===== src/rtl/tmr_pkg.sv =====
package tmr_pkg;

  typedef enum logic [1:0] {
    EN_OFF  = 2'b00,
    EN_ONCE = 2'b01,
    EN_CONT = 2'b10,
    EN_RSVD = 2'b11
  } en_mode_e;

  localparam int NUM_HALF = 2;
  localparam logic [1:0] TMODE_DUAL = 2'b01;
  localparam int GLB_W = 4;
  localparam int GLB_TMODE_LSB = 2;

  function automatic int mode_lsb(input int h);
    return (h == 0) ? 6 : 22;
  endfunction

endpackage


===== src/rtl/tmr_half.sv =====
module tmr_half
  import tmr_pkg::*;
#(
  parameter int W = 32
) (
  input  logic         clk,
  input  logic         rst_n,
  input  logic         released,
  input  logic         tmode_ok,
  input  logic         mode_we,
  input  logic [1:0]   mode_wdata,
  input  logic         cnt_we,
  input  logic         per_we,
  input  logic [W-1:0] wdata,
  output logic [W-1:0] cnt,
  output logic [W-1:0] per,
  output en_mode_e     mode,
  output logic         irq,
  output logic         adv,
  output logic [W-1:0] cnt_nxt
);

  logic run;
  logic hit;

  always_comb begin
    run     = released && tmode_ok && ((mode == EN_ONCE) || (mode == EN_CONT));
    hit     = (cnt == per);
    cnt_nxt = hit ? '0 : cnt + W'(1);
    adv     = run && !cnt_we;
  end

  always_ff @(posedge clk or negedge rst_n) begin
    if (!rst_n) begin
      cnt  <= '0;
      per  <= '1;
      mode <= EN_OFF;
      irq  <= 1'b0;
    end else begin
      irq <= adv && hit;
      if (cnt_we)   cnt <= wdata;
      else if (adv) cnt <= cnt_nxt;
      if (per_we)   per <= wdata;
      if (mode_we)                               mode <= en_mode_e'(mode_wdata);
      else if (adv && hit && (mode == EN_ONCE))  mode <= EN_OFF;
    end
  end

  AST_HOLD_WHEN_IDLE: assert property (@(posedge clk) disable iff (!rst_n)
    (!run && !cnt_we) |=> $stable(cnt));

  AST_NO_IRQ_IDLE: assert property (@(posedge clk) disable iff (!rst_n)
    !run |=> !irq);

  AST_STEP_ONE: assert property (@(posedge clk) disable iff (!rst_n)
    (run && !cnt_we && !hit) |=> (cnt == $past(cnt) + W'(1)) && !irq);

  AST_WRAP_ZERO: assert property (@(posedge clk) disable iff (!rst_n)
    (run && !cnt_we && hit) |=> (cnt == '0) && irq);

  AST_ONCE_CLEARS: assert property (@(posedge clk) disable iff (!rst_n)
    (run && !cnt_we && hit && (mode == EN_ONCE) && !mode_we) |=> (mode == EN_OFF));

endmodule


===== src/rtl/tmr_cmp.sv =====
module tmr_cmp #(
  parameter int W = 32
) (
  input  logic         clk,
  input  logic         rst_n,
  input  logic         cmp_we,
  input  logic [W-1:0] wdata,
  input  logic         lo_adv,
  input  logic [W-1:0] lo_nxt,
  output logic [W-1:0] cmp_val,
  output logic         evt
);

  always_ff @(posedge clk or negedge rst_n) begin
    if (!rst_n) begin
      cmp_val <= '0;
      evt     <= 1'b0;
    end else begin
      evt <= lo_adv && (lo_nxt == cmp_val);
      if (cmp_we) cmp_val <= wdata;
    end
  end

  AST_EVT_NEEDS_STEP: assert property (@(posedge clk) disable iff (!rst_n)
    !lo_adv |=> !evt);

endmodule


===== src/rtl/tmr_rdmux.sv =====
module tmr_rdmux #(
  parameter int W = 32,
  parameter int ADDR_W = 8,
  parameter logic [ADDR_W-1:0] OFF_CNT_LO = 'h10,
  parameter logic [ADDR_W-1:0] OFF_CNT_HI = 'h14,
  parameter logic [ADDR_W-1:0] OFF_PER_LO = 'h18,
  parameter logic [ADDR_W-1:0] OFF_PER_HI = 'h1C,
  parameter logic [ADDR_W-1:0] OFF_CTL    = 'h20,
  parameter logic [ADDR_W-1:0] OFF_GLB    = 'h24,
  parameter logic [ADDR_W-1:0] OFF_CMP    = 'h28,
  parameter bit CMP_EN = 1'b1
) (
  input  logic [ADDR_W-1:0] addr,
  input  logic [W-1:0]      cnt_lo,
  input  logic [W-1:0]      cnt_hi,
  input  logic [W-1:0]      per_lo,
  input  logic [W-1:0]      per_hi,
  input  logic [W-1:0]      ctl_word,
  input  logic [W-1:0]      glb_word,
  input  logic [W-1:0]      cmp_val,
  output logic [W-1:0]      rd_data
);

  always_comb begin
    if      (addr == OFF_CNT_LO)          rd_data = cnt_lo;
    else if (addr == OFF_CNT_HI)          rd_data = cnt_hi;
    else if (addr == OFF_PER_LO)          rd_data = per_lo;
    else if (addr == OFF_PER_HI)          rd_data = per_hi;
    else if (addr == OFF_CTL)             rd_data = ctl_word;
    else if (addr == OFF_GLB)             rd_data = glb_word;
    else if (CMP_EN && addr == OFF_CMP)   rd_data = cmp_val;
    else                                  rd_data = '0;
  end

endmodule


===== src/rtl/twin_interval_timer.sv =====
module twin_interval_timer
  import tmr_pkg::*;
#(
  parameter int W = 32,
  parameter int ADDR_W = 8,
  parameter logic [ADDR_W-1:0] OFF_CNT_LO = 'h10,
  parameter logic [ADDR_W-1:0] OFF_CNT_HI = 'h14,
  parameter logic [ADDR_W-1:0] OFF_PER_LO = 'h18,
  parameter logic [ADDR_W-1:0] OFF_PER_HI = 'h1C,
  parameter logic [ADDR_W-1:0] OFF_CTL    = 'h20,
  parameter logic [ADDR_W-1:0] OFF_GLB    = 'h24,
  parameter logic [ADDR_W-1:0] OFF_CMP    = 'h28,
  parameter bit CMP_EN = 1'b1
) (
  input  logic              clk,
  input  logic              rst_n,
  input  logic [ADDR_W-1:0] addr,
  input  logic              wr_en,
  input  logic [W-1:0]      wr_data,
  output logic [W-1:0]      rd_data,
  output logic              irq_lo,
  output logic              irq_hi,
  output logic              irq_cmp
);

  logic [GLB_W-1:0] glb_q;
  logic             tmode_ok;
  logic             ctl_we;
  logic             glb_we;
  logic             cmp_we;

  logic [W-1:0] cnt_q   [NUM_HALF];
  logic [W-1:0] per_q   [NUM_HALF];
  en_mode_e     mode_q  [NUM_HALF];
  logic         irq_q   [NUM_HALF];
  logic         adv     [NUM_HALF];
  logic [W-1:0] cnt_nxt [NUM_HALF];

  logic [W-1:0] ctl_word;
  logic [W-1:0] glb_word;
  logic [W-1:0] cmp_val;

  assign ctl_we   = wr_en && (addr == OFF_CTL);
  assign glb_we   = wr_en && (addr == OFF_GLB);
  assign cmp_we   = wr_en && (addr == OFF_CMP);
  assign tmode_ok = (glb_q[GLB_TMODE_LSB +: 2] == TMODE_DUAL);

  always_ff @(posedge clk or negedge rst_n) begin
    if (!rst_n)      glb_q <= '0;
    else if (glb_we) glb_q <= wr_data[GLB_W-1:0];
  end

  for (genvar h = 0; h < NUM_HALF; h++) begin : g_half
    localparam int LSB = mode_lsb(h);
    localparam logic [ADDR_W-1:0] A_CNT = (h == 0) ? OFF_CNT_LO : OFF_CNT_HI;
    localparam logic [ADDR_W-1:0] A_PER = (h == 0) ? OFF_PER_LO : OFF_PER_HI;

    tmr_half #(.W(W)) u_half (
      .clk        (clk),
      .rst_n      (rst_n),
      .released   (glb_q[h]),
      .tmode_ok   (tmode_ok),
      .mode_we    (ctl_we),
      .mode_wdata (wr_data[LSB +: 2]),
      .cnt_we     (wr_en && (addr == A_CNT)),
      .per_we     (wr_en && (addr == A_PER)),
      .wdata      (wr_data),
      .cnt        (cnt_q[h]),
      .per        (per_q[h]),
      .mode       (mode_q[h]),
      .irq        (irq_q[h]),
      .adv        (adv[h]),
      .cnt_nxt    (cnt_nxt[h])
    );
  end

  always_comb begin
    ctl_word = '0;
    for (int h = 0; h < NUM_HALF; h++) begin
      ctl_word[mode_lsb(h) +: 2] = mode_q[h];
    end
    glb_word = '0;
    glb_word[GLB_W-1:0] = glb_q;
  end

  if (CMP_EN) begin : g_cmp
    tmr_cmp #(.W(W)) u_cmp (
      .clk     (clk),
      .rst_n   (rst_n),
      .cmp_we  (cmp_we),
      .wdata   (wr_data),
      .lo_adv  (adv[0]),
      .lo_nxt  (cnt_nxt[0]),
      .cmp_val (cmp_val),
      .evt     (irq_cmp)
    );
  end else begin : g_nocmp
    assign cmp_val = '0;
    assign irq_cmp = 1'b0;
    logic unused_cmp_tap;
    assign unused_cmp_tap = ^{cmp_we, adv[0], cnt_nxt[0]};
  end

  logic unused_hi_tap;
  assign unused_hi_tap = ^{adv[1], cnt_nxt[1]};

  tmr_rdmux #(
    .W(W), .ADDR_W(ADDR_W),
    .OFF_CNT_LO(OFF_CNT_LO), .OFF_CNT_HI(OFF_CNT_HI),
    .OFF_PER_LO(OFF_PER_LO), .OFF_PER_HI(OFF_PER_HI),
    .OFF_CTL(OFF_CTL), .OFF_GLB(OFF_GLB), .OFF_CMP(OFF_CMP),
    .CMP_EN(CMP_EN)
  ) u_rdmux (
    .addr     (addr),
    .cnt_lo   (cnt_q[0]),
    .cnt_hi   (cnt_q[1]),
    .per_lo   (per_q[0]),
    .per_hi   (per_q[1]),
    .ctl_word (ctl_word),
    .glb_word (glb_word),
    .cmp_val  (cmp_val),
    .rd_data  (rd_data)
  );

  assign irq_lo = irq_q[0];
  assign irq_hi = irq_q[1];

  AST_CMP_MATCH: assert property (@(posedge clk) disable iff (!rst_n)
    (irq_cmp && !$past(cmp_we)) |-> (cnt_q[0] == cmp_val));

  AST_CTL_ZERO_STOPS: assert property (@(posedge clk) disable iff (!rst_n)
    (ctl_we && (wr_data == '0)) |=> (mode_q[0] == EN_OFF) && (mode_q[1] == EN_OFF));

endmodule


===== config.mk =====
export PLATFORM = sky130hd
export DESIGN_NAME = twin_interval_timer
export DESIGN_NICKNAME = d
export VERILOG_FILES = /design/src/rtl/tmr_pkg.sv /design/src/rtl/tmr_half.sv /design/src/rtl/tmr_cmp.sv /design/src/rtl/tmr_rdmux.sv /design/src/rtl/twin_interval_timer.sv
export SDC_FILE = /design/constraint.sdc
export NUM_CORES = 1
export LEC_CHECK = 0
export BUFFER_PORTS_ARGS = -buffer_cell sky130_fd_sc_hd__buf_2
export CAP_MARGIN = 30
export CELL_PAD_IN_SITES_DETAIL_PLACEMENT = 0
export CELL_PAD_IN_SITES_GLOBAL_PLACEMENT = 1
export CORE_MARGIN = 2
export CORE_UTILIZATION = 30
export DETAILED_ROUTE_END_ITERATION = 12
export HOLD_SLACK_MARGIN = 0.05
export PLACE_DENSITY_LB_ADDON = 0.15
export SYNTH_ARGS = -nofsm -noshare
export SYNTH_HDL_FRONTEND = slang
export SYNTH_SLANG_ARGS = --single-unit

===== constraint.sdc =====
create_clock -name clk -period 7.6 [get_ports clk]
set_clock_uncertainty 0.2 [all_clocks]
set_input_delay 1.52 -clock clk [delete_from_list [all_inputs] [get_ports clk]]
set_output_delay 1.52 -clock clk [all_outputs]
set_load 0.05 [all_outputs]

==> impl_metrics.env, run 1 <==
export IMPL_antenna_found_initial=1
export IMPL_seq_area_frac_synth_pct=39.3
export IMPL_dieArea_um2=38600
export IMPL_cts_tree="done"
export IMPL_hold_viol=0
export IMPL_post_drt_via_cell_ratio=5.69
export IMPL_synth_cells=1228
export IMPL_start_kind="input pin"
export IMPL_cts_made_buffers=17
export IMPL_ir_worst_vdd_uv=168
export IMPL_crit_type="in2out"
export IMPL_required_ps=5880
export IMPL_fin_util_pct=34.1
export IMPL_worst_pin_slew_ps=982
export IMPL_core_area_um2=36500
export IMPL_cts_root_buffer="clkbuf_16"
export IMPL_h_tree_depth=4
export IMPL_grt_usage_pct=23.0
export IMPL_grt_ovfl_total=0
export IMPL_grt_first_pass_wirelength_mm=65.0
export IMPL_layout_common_cells="107 x nor2_1, 107 x dfrtp_1, 89 x mux2_2, 83 x xor2_1, 80 x nand2_1"
export IMPL_design_area_um2=12500
export IMPL_status="finished clean"
export IMPL_cp_arrival_ps=4500
export IMPL_max_freq_ghz=0.161
export IMPL_yosysTopAreaCell="dfrtp_1"
export IMPL_synthFlopType="dfrtp_1"
export IMPL_slew_headroom_pct=34.3
export IMPL_rsz0062_at_grt="no"
export IMPL_syn2layout_area_growth_pct=12.2
export IMPL_io_buffers=77
export IMPL_start_util_pct=30.4
export IMPL_cts_resized=0
export IMPL_io_pins=78
export IMPL_fin_crit_sh_pct=81.8
export IMPL_fin_ws_ps=1380
export IMPL_routed_wl_mm=43.7
export IMPL_maxSlewViolCount=0
export IMPL_cts_buffer_depth=2
export IMPL_gp_congestion=0.867
export IMPL_clkSinkCount=171
export IMPL_setup_violations=0
export IMPL_synth_area_leaders="dfrtp_1 24%, dfstp_2 15%, mux2_2 9.0%, xor2_1 6.5%, a22oi_1 4.1%"
export IMPL_p_leak_nw=4.95
export IMPL_clk_latency_ps=450
export IMPL_antenna_left=0
export IMPL_grt_max_degree=68
export IMPL_diodes=0
export IMPL_grt_pass1_vias=9461
export IMPL_yosysUniqueCellTypes=73
export IMPL_power_density_nw_per_um2=198
export IMPL_fin_crit_ps=6220
export IMPL_dr_total_vias=9813
export IMPL_first_pass_iters=7
export IMPL_drc=0
export IMPL_synth_edf_count=0
export IMPL_crit_chain="buf_2 > or4b_2 > or2_2 > nor2_2 > buf_4 > a22oi_1 > a31oi_1 > buf_2"
export IMPL_clkTransAtPathRegs_ps=70
export IMPL_die_h_um=196
export IMPL_crit_slowest_cell="or4b_2"
export IMPL_end_kind="output port"
export IMPL_place_ws_ps=1410
export IMPL_postCtsSetupRepairBufs=0
export IMPL_ys_warn_count=0
export IMPL_synth_area_um2=11100
export IMPL_wl_per_cell_um=25.3
export IMPL_synth_seq_cells=171
export IMPL_drive_gt1_share_pct=24.4
export IMPL_synth_top_area_share_pct=24.1
export IMPL_max_cap_violations=0
export IMPL_path_common_cell="buf_2"
export IMPL_synth_nets=1275
export IMPL_nets=1291
export IMPL_hold_path_class="reg2reg"
export IMPL_tns_ps=0
export IMPL_crit_family="simple AND/OR/NAND/NOR gates"
export IMPL_hpwl_mm=32.6
export IMPL_die_w_um=196
export IMPL_rows=70
export IMPL_place_area_um2=11900
export IMPL_drtIter0Drc=863
export IMPL_ys_async_sr_fraction_pct=100
export IMPL_path_max_fanout=17
export IMPL_syn_avg_cell_area_um2=9.04
export IMPL_critPathBufInv=3
export IMPL_critPathMaxStageDelay_ps=750
export IMPL_ctsHoldBuffers=0
registers in the layout, indices dropped and copies added, names as in the netlist:
register and cells:
g_half.u_half.mode 4, g_cmp.u_cmp.cmp_val 32, g_half.u_half.per 64, g_half.u_half.irq 2, g_cmp.u_cmp.evt 1, g_half.u_half.cnt 64, glb_q 4
tightest hold or removal path, delay by kind of cell, from the launching register on:
| family | cells | cell delay [ps] |
|---|---|---|
| and+or+nand+nor | 1 | 50 |
| DFF | 1 | 380 |
| AOI/OAI and AO/OA | 1 | 70 |
metrics by stage:
stage          total power [W]  cells  hold WS [ps]
2_1_floorplan          0.00138   1228           274
3_3_place_gp           0.00157   1692           283
3_5_place_dp           0.00157   1693           292
4_1_cts                0.00248   1725           302
5_1_grt                0.00258   1725           316
6_report               0.00246   1725           299
metal layers:
layer  part of all wire, %  wire, um  track usage [%]  vias to the layer above
met2                    44     19400             34.8                      255
met1                    49     21500             34.6                     4967
met3                   4.6      2030             2.69                       29
met5                     0         0                0                        -
li1                      -         -                -                     4562
met4                   1.7       738             5.64                        0
cells in the mapped netlist, drive strengths merged, types with 41 or more instances:
cell	n
dfrtp	107
xor2	83
o21ai	77
nand3	41
dfstp	64
a31oi	50
nor2	110
a21oi	72
nand2	84
a22oi	60
clkbuf	74
mux2	89
final timing paths:
kind                                           from                  endpoint  slack, ps  depth (start not counted)
setup / recovery                            addr[5]               rd_data[21]       1380                          8
hold / removal             g_half[0].u_half.per[22]  g_half[0].u_half.per[22]        300                          2
setup reg to reg           g_half[0].u_half.cnt[12]           g_cmp.u_cmp.evt       3130                          9
hold reg to reg            g_half[0].u_half.per[22]  g_half[0].u_half.per[22]        300                          2
max in group asynchronous                     rst_n  g_half[1].u_half.cnt[27]       5080                          2
min in group asynchronous                     rst_n   g_half[0].u_half.cnt[0]        840                          1
layout make-up:
cell class	count	area, um2
clock buffers	25	539
multi-input cells	944	6310
fillers	3760	24100
inverters	11	41.3
well taps	468	586
clock inverters	7	48.8
flip-flops and latches	171	4360
repair buffers	99	572
cell families after synthesis:
| kind of cell | Yosys count | synth area share [%] |
|---|---|---|
| fa+ha+maj | 4 | 0.451 |
| simple gates | 431 | 20.5 |
| compound gates | 317 | 18.1 |
| mux | 90 | 9.12 |
| buf+inv | 113 | 4.26 |
| xor+xnor | 102 | 8.30 |
| flops | 171 | 39.3 |
report_power, final:
group          switching (W)  internal (W)  leakage (nW)
combinational       0.000313      0.000195          2.82
sequential         0.0000874      0.000967          1.84
clock               0.000401      0.000497         0.293
Power figures use the tool's default switching activity.
==> run 2, diff against run 1 <==
--- a/config.mk
+++ b/config.mk
@@ -5,6 +5,7 @@
 export SDC_FILE = /design/constraint.sdc
 export NUM_CORES = 1
 export LEC_CHECK = 0
+export ABC_AREA = 1
 export BUFFER_PORTS_ARGS = -buffer_cell sky130_fd_sc_hd__buf_2
 export CAP_MARGIN = 30
 export CELL_PAD_IN_SITES_DETAIL_PLACEMENT = 0
==> constraint.sdc (replaced) <==
create_clock -name clk -period 6.1 [get_ports clk]
set_clock_uncertainty 0.2 [all_clocks]
set_input_delay 1.22 -clock clk [delete_from_list [all_inputs] [get_ports clk]]
set_output_delay 1.22 -clock clk [all_outputs]
set_load 0.05 [all_outputs]
==> impl_metrics.env, run 2 <==
export IMPL_hold_path_class="reg2reg"
export IMPL_drc=0
export IMPL_nets=1589
export IMPL_wl_per_cell_um=21.9
export IMPL_synth_cells=1499
export IMPL_gp_congestion=0.885
export IMPL_status="finished clean"
export IMPL_dr_total_vias=10400
export IMPL_clkSinkCount=171
export IMPL_synth_area_leaders="dfrtp_1 25%, nand2_1 16%, dfstp_2 15%, inv_1 6.1%, o21ai_0 5.4%"
export IMPL_final_common_cell="nand2_1"
export IMPL_cts_made_buffers=17
export IMPL_ys_async_sr_fraction_pct=100
export IMPL_grt_first_pass_wirelength_mm=65.9
export IMPL_fin_crit_ps=5140
export IMPL_grt_max_degree=113
export IMPL_p_leak_nw=5.40
export IMPL_max_freq_ghz=0.194
export IMPL_crit_type="in2out"
export IMPL_yosysUniqueCellTypes=42
export IMPL_rsz0062_at_grt="no"
export IMPL_drtIter0Drc=977
export IMPL_cp_arrival_ps=3720
export IMPL_io_pins=78
export IMPL_ctsHoldBuffers=0
export IMPL_busiest_layer="met1"
export IMPL_hold_viol=0
export IMPL_cts_resized=0
export IMPL_syn_avg_cell_area_um2=7.25
export IMPL_synthTopCellsByCount="451 x nand2_1, 176 x inv_1, 118 x o21ai_0, 113 x nor2_1, 107 x dfrtp_1"
export IMPL_dieArea_um2=37700
export IMPL_synth_seq_cells=171
export IMPL_start_util_pct=30.5
export IMPL_post_drt_via_cell_ratio=5.18
export IMPL_grt_ovfl_total=0
export IMPL_power_density_nw_per_um2=326
export IMPL_reg_largest_list="g_half.u_half.cnt (64), g_half.u_half.per (64), g_cmp.u_cmp.cmp_val (32)"
export IMPL_synth_edf_count=0
export IMPL_max_cap_violations=0
export IMPL_rows=69
export IMPL_place_ws_ps=949
export IMPL_grt_usage_pct=23.6
export IMPL_io_buffers=77
export IMPL_drive_gt1_share_pct=15.0
export IMPL_clkTransAtPathRegs_ps=70
export IMPL_antenna_found_initial=1
export IMPL_antenna_left=0
export IMPL_start_kind="input pin"
export IMPL_ir_worst_vdd_uv=224
export IMPL_fin_util_pct=34.5
export IMPL_synth_most_common_cell="nand2_1"
export IMPL_cts_root_buffer="clkbuf_16"
export IMPL_routed_wl_mm=44.1
export IMPL_ys_warn_count=0
export IMPL_grt_use_met1_pct=35.8
export IMPL_core_area_um2=35600
export IMPL_fillers=3904
export IMPL_grt_pass1_vias=9889
export IMPL_use_met2_pct=34.8
export IMPL_setup_violations=0
export IMPL_slew_headroom_pct=34.8
export IMPL_synth_nets=1546
export IMPL_hpwl_mm=34.0
export IMPL_syn2layout_area_growth_pct=12.9
export IMPL_postCtsSetupRepairBufs=0
export IMPL_yosysTopAreaCell="dfrtp_1"
export IMPL_layout_common_cells="448 x nand2_1, 176 x inv_1, 118 x o21ai_0, 113 x nor2_1, 107 x dfrtp_1"
export IMPL_seq_area_frac_synth_pct=40.1
export IMPL_diodes=0
export IMPL_maxSlewViolCount=0
export IMPL_fin_crit_sh_pct=84.3
export IMPL_synth_top_area_share_pct=24.7
export IMPL_path_max_fanout=22
export IMPL_required_ps=4680
export IMPL_cts_tree="done"
export IMPL_h_tree_depth=4
export IMPL_clk_latency_ps=450
export IMPL_end_kind="output port"
export IMPL_die_h_um=194
export IMPL_fin_ws_ps=959
export IMPL_synth_area_um2=10900
export IMPL_synthFlopType="dfrtp_1"
export IMPL_die_w_um=194
export IMPL_first_pass_iters=5
export IMPL_multi_input_area_um2=5530
export IMPL_worst_pin_slew_ps=977
export IMPL_cts_buffer_depth=2
export IMPL_use_met3_pct=3.11
export IMPL_tns_ps=0
export IMPL_seq_area_um2=4360
-- run 2: cell count changes after synthesis, moves of 28 or more --
cell / previous run / this run
inv_1: 11 / 176
nand3_1: 40 / 91
a21oi_1: 72 / 20
o21ai_0: 77 / 118
a22oi_1: 60 / 3
clkbuf_1: 74 / 40
nand2_1: 84 / 451
mux2_2: 89 / 0
xnor2_1: 17 / 45
o221ai_1: 3 / 60
nor4_1: 31 / 3
a31oi_1: 50 / 0
xor2_1: 83 / 26
-- run 2: where the power goes --
part / internal, W / switching (W) / total (W) / leakage, nW
sequential: 0.00129 / 0.000280 / 0.00157 / 1.99
combinational: 0.000473 / 0.000894 / 0.00137 / 3.14
clock: 0.000548 / 0.000516 / 0.00106 / 0.276
total: 0.00231 / 0.00169 / 0.00400 / 5.40
-- run 2: kinds of logic (layout without fill, tap and decap cells) --
kind of cell    after synthesis  count (layout)  share of synthesized area (%)
compound gates              266             266                           15.8
xor+xnor                     72              72                           5.88
fa+ha+maj                     4               4                          0.461
buf+inv                     251             307                           9.10
flops                       171             171                           40.1
simple gates                735             735                           28.6
-- run 2: final timing paths --
kind | from | to | slack (ps) | cells after the start
worst max-delay path | addr[1] | rd_data[28] | 960 | 8
worst max register to register | g_half[0].u_half.cnt[27] | g_cmp.u_cmp.evt | 2640 | 16
worst min register to register | g_cmp.u_cmp.cmp_val[30] | g_cmp.u_cmp.cmp_val[30] | 290 | 2
max in group asynchronous | rst_n | g_half[0].u_half.cnt[29] | 4090 | 2
worst min-delay path | g_cmp.u_cmp.cmp_val[30] | g_cmp.u_cmp.cmp_val[30] | 290 | 2
min in group asynchronous | rst_n | g_half[1].u_half.cnt[4] | 560 | 1
-- run 2: cell type report --
cell class	count	share of cell area [%]
timing repair buffer	91	4.54
inverter	184	5.63
multi-input combinational	1077	45.1
tap	461	4.70
clock inverter	12	0.714
clock buffer	20	3.72
sequential	171	35.6
-- run 2: routing by layer --
| layer | part of all wire, % | routed length (um) |
|---|---|---|
| met1 | 50 | 21900 |
| met2 | 43 | 19000 |
| met3 | 5.5 | 2410 |
| met4 | 1.9 | 847 |
| met5 | 0 | 0 |
-- run 2: per-stage QoR --
| stage | instances | total power (W) | instance area (um2) | hold WS (ps) |
|---|---|---|---|---|
| finish | 2016 | 0.00400 | 12300 | 290 |
| global route | 2016 | 0.00426 | 12300 | 321 |
| CTS | 2016 | 0.00402 | 12300 | 299 |
| detailed placement | 1984 | 0.00294 | 11700 | 283 |
| global placement | 1981 | 0.00295 | 11600 | 271 |
| floorplan | 1499 | 0.00247 | 10900 | 253 |
-- run 2: critical path, cell delays in order --
cell and delay (ps):
buf_2 90, or2_1 300, nor3_1 210, nand2_1 410
inv_1 790, a21oi_1 170, a22oi_1 210, buf_2 310
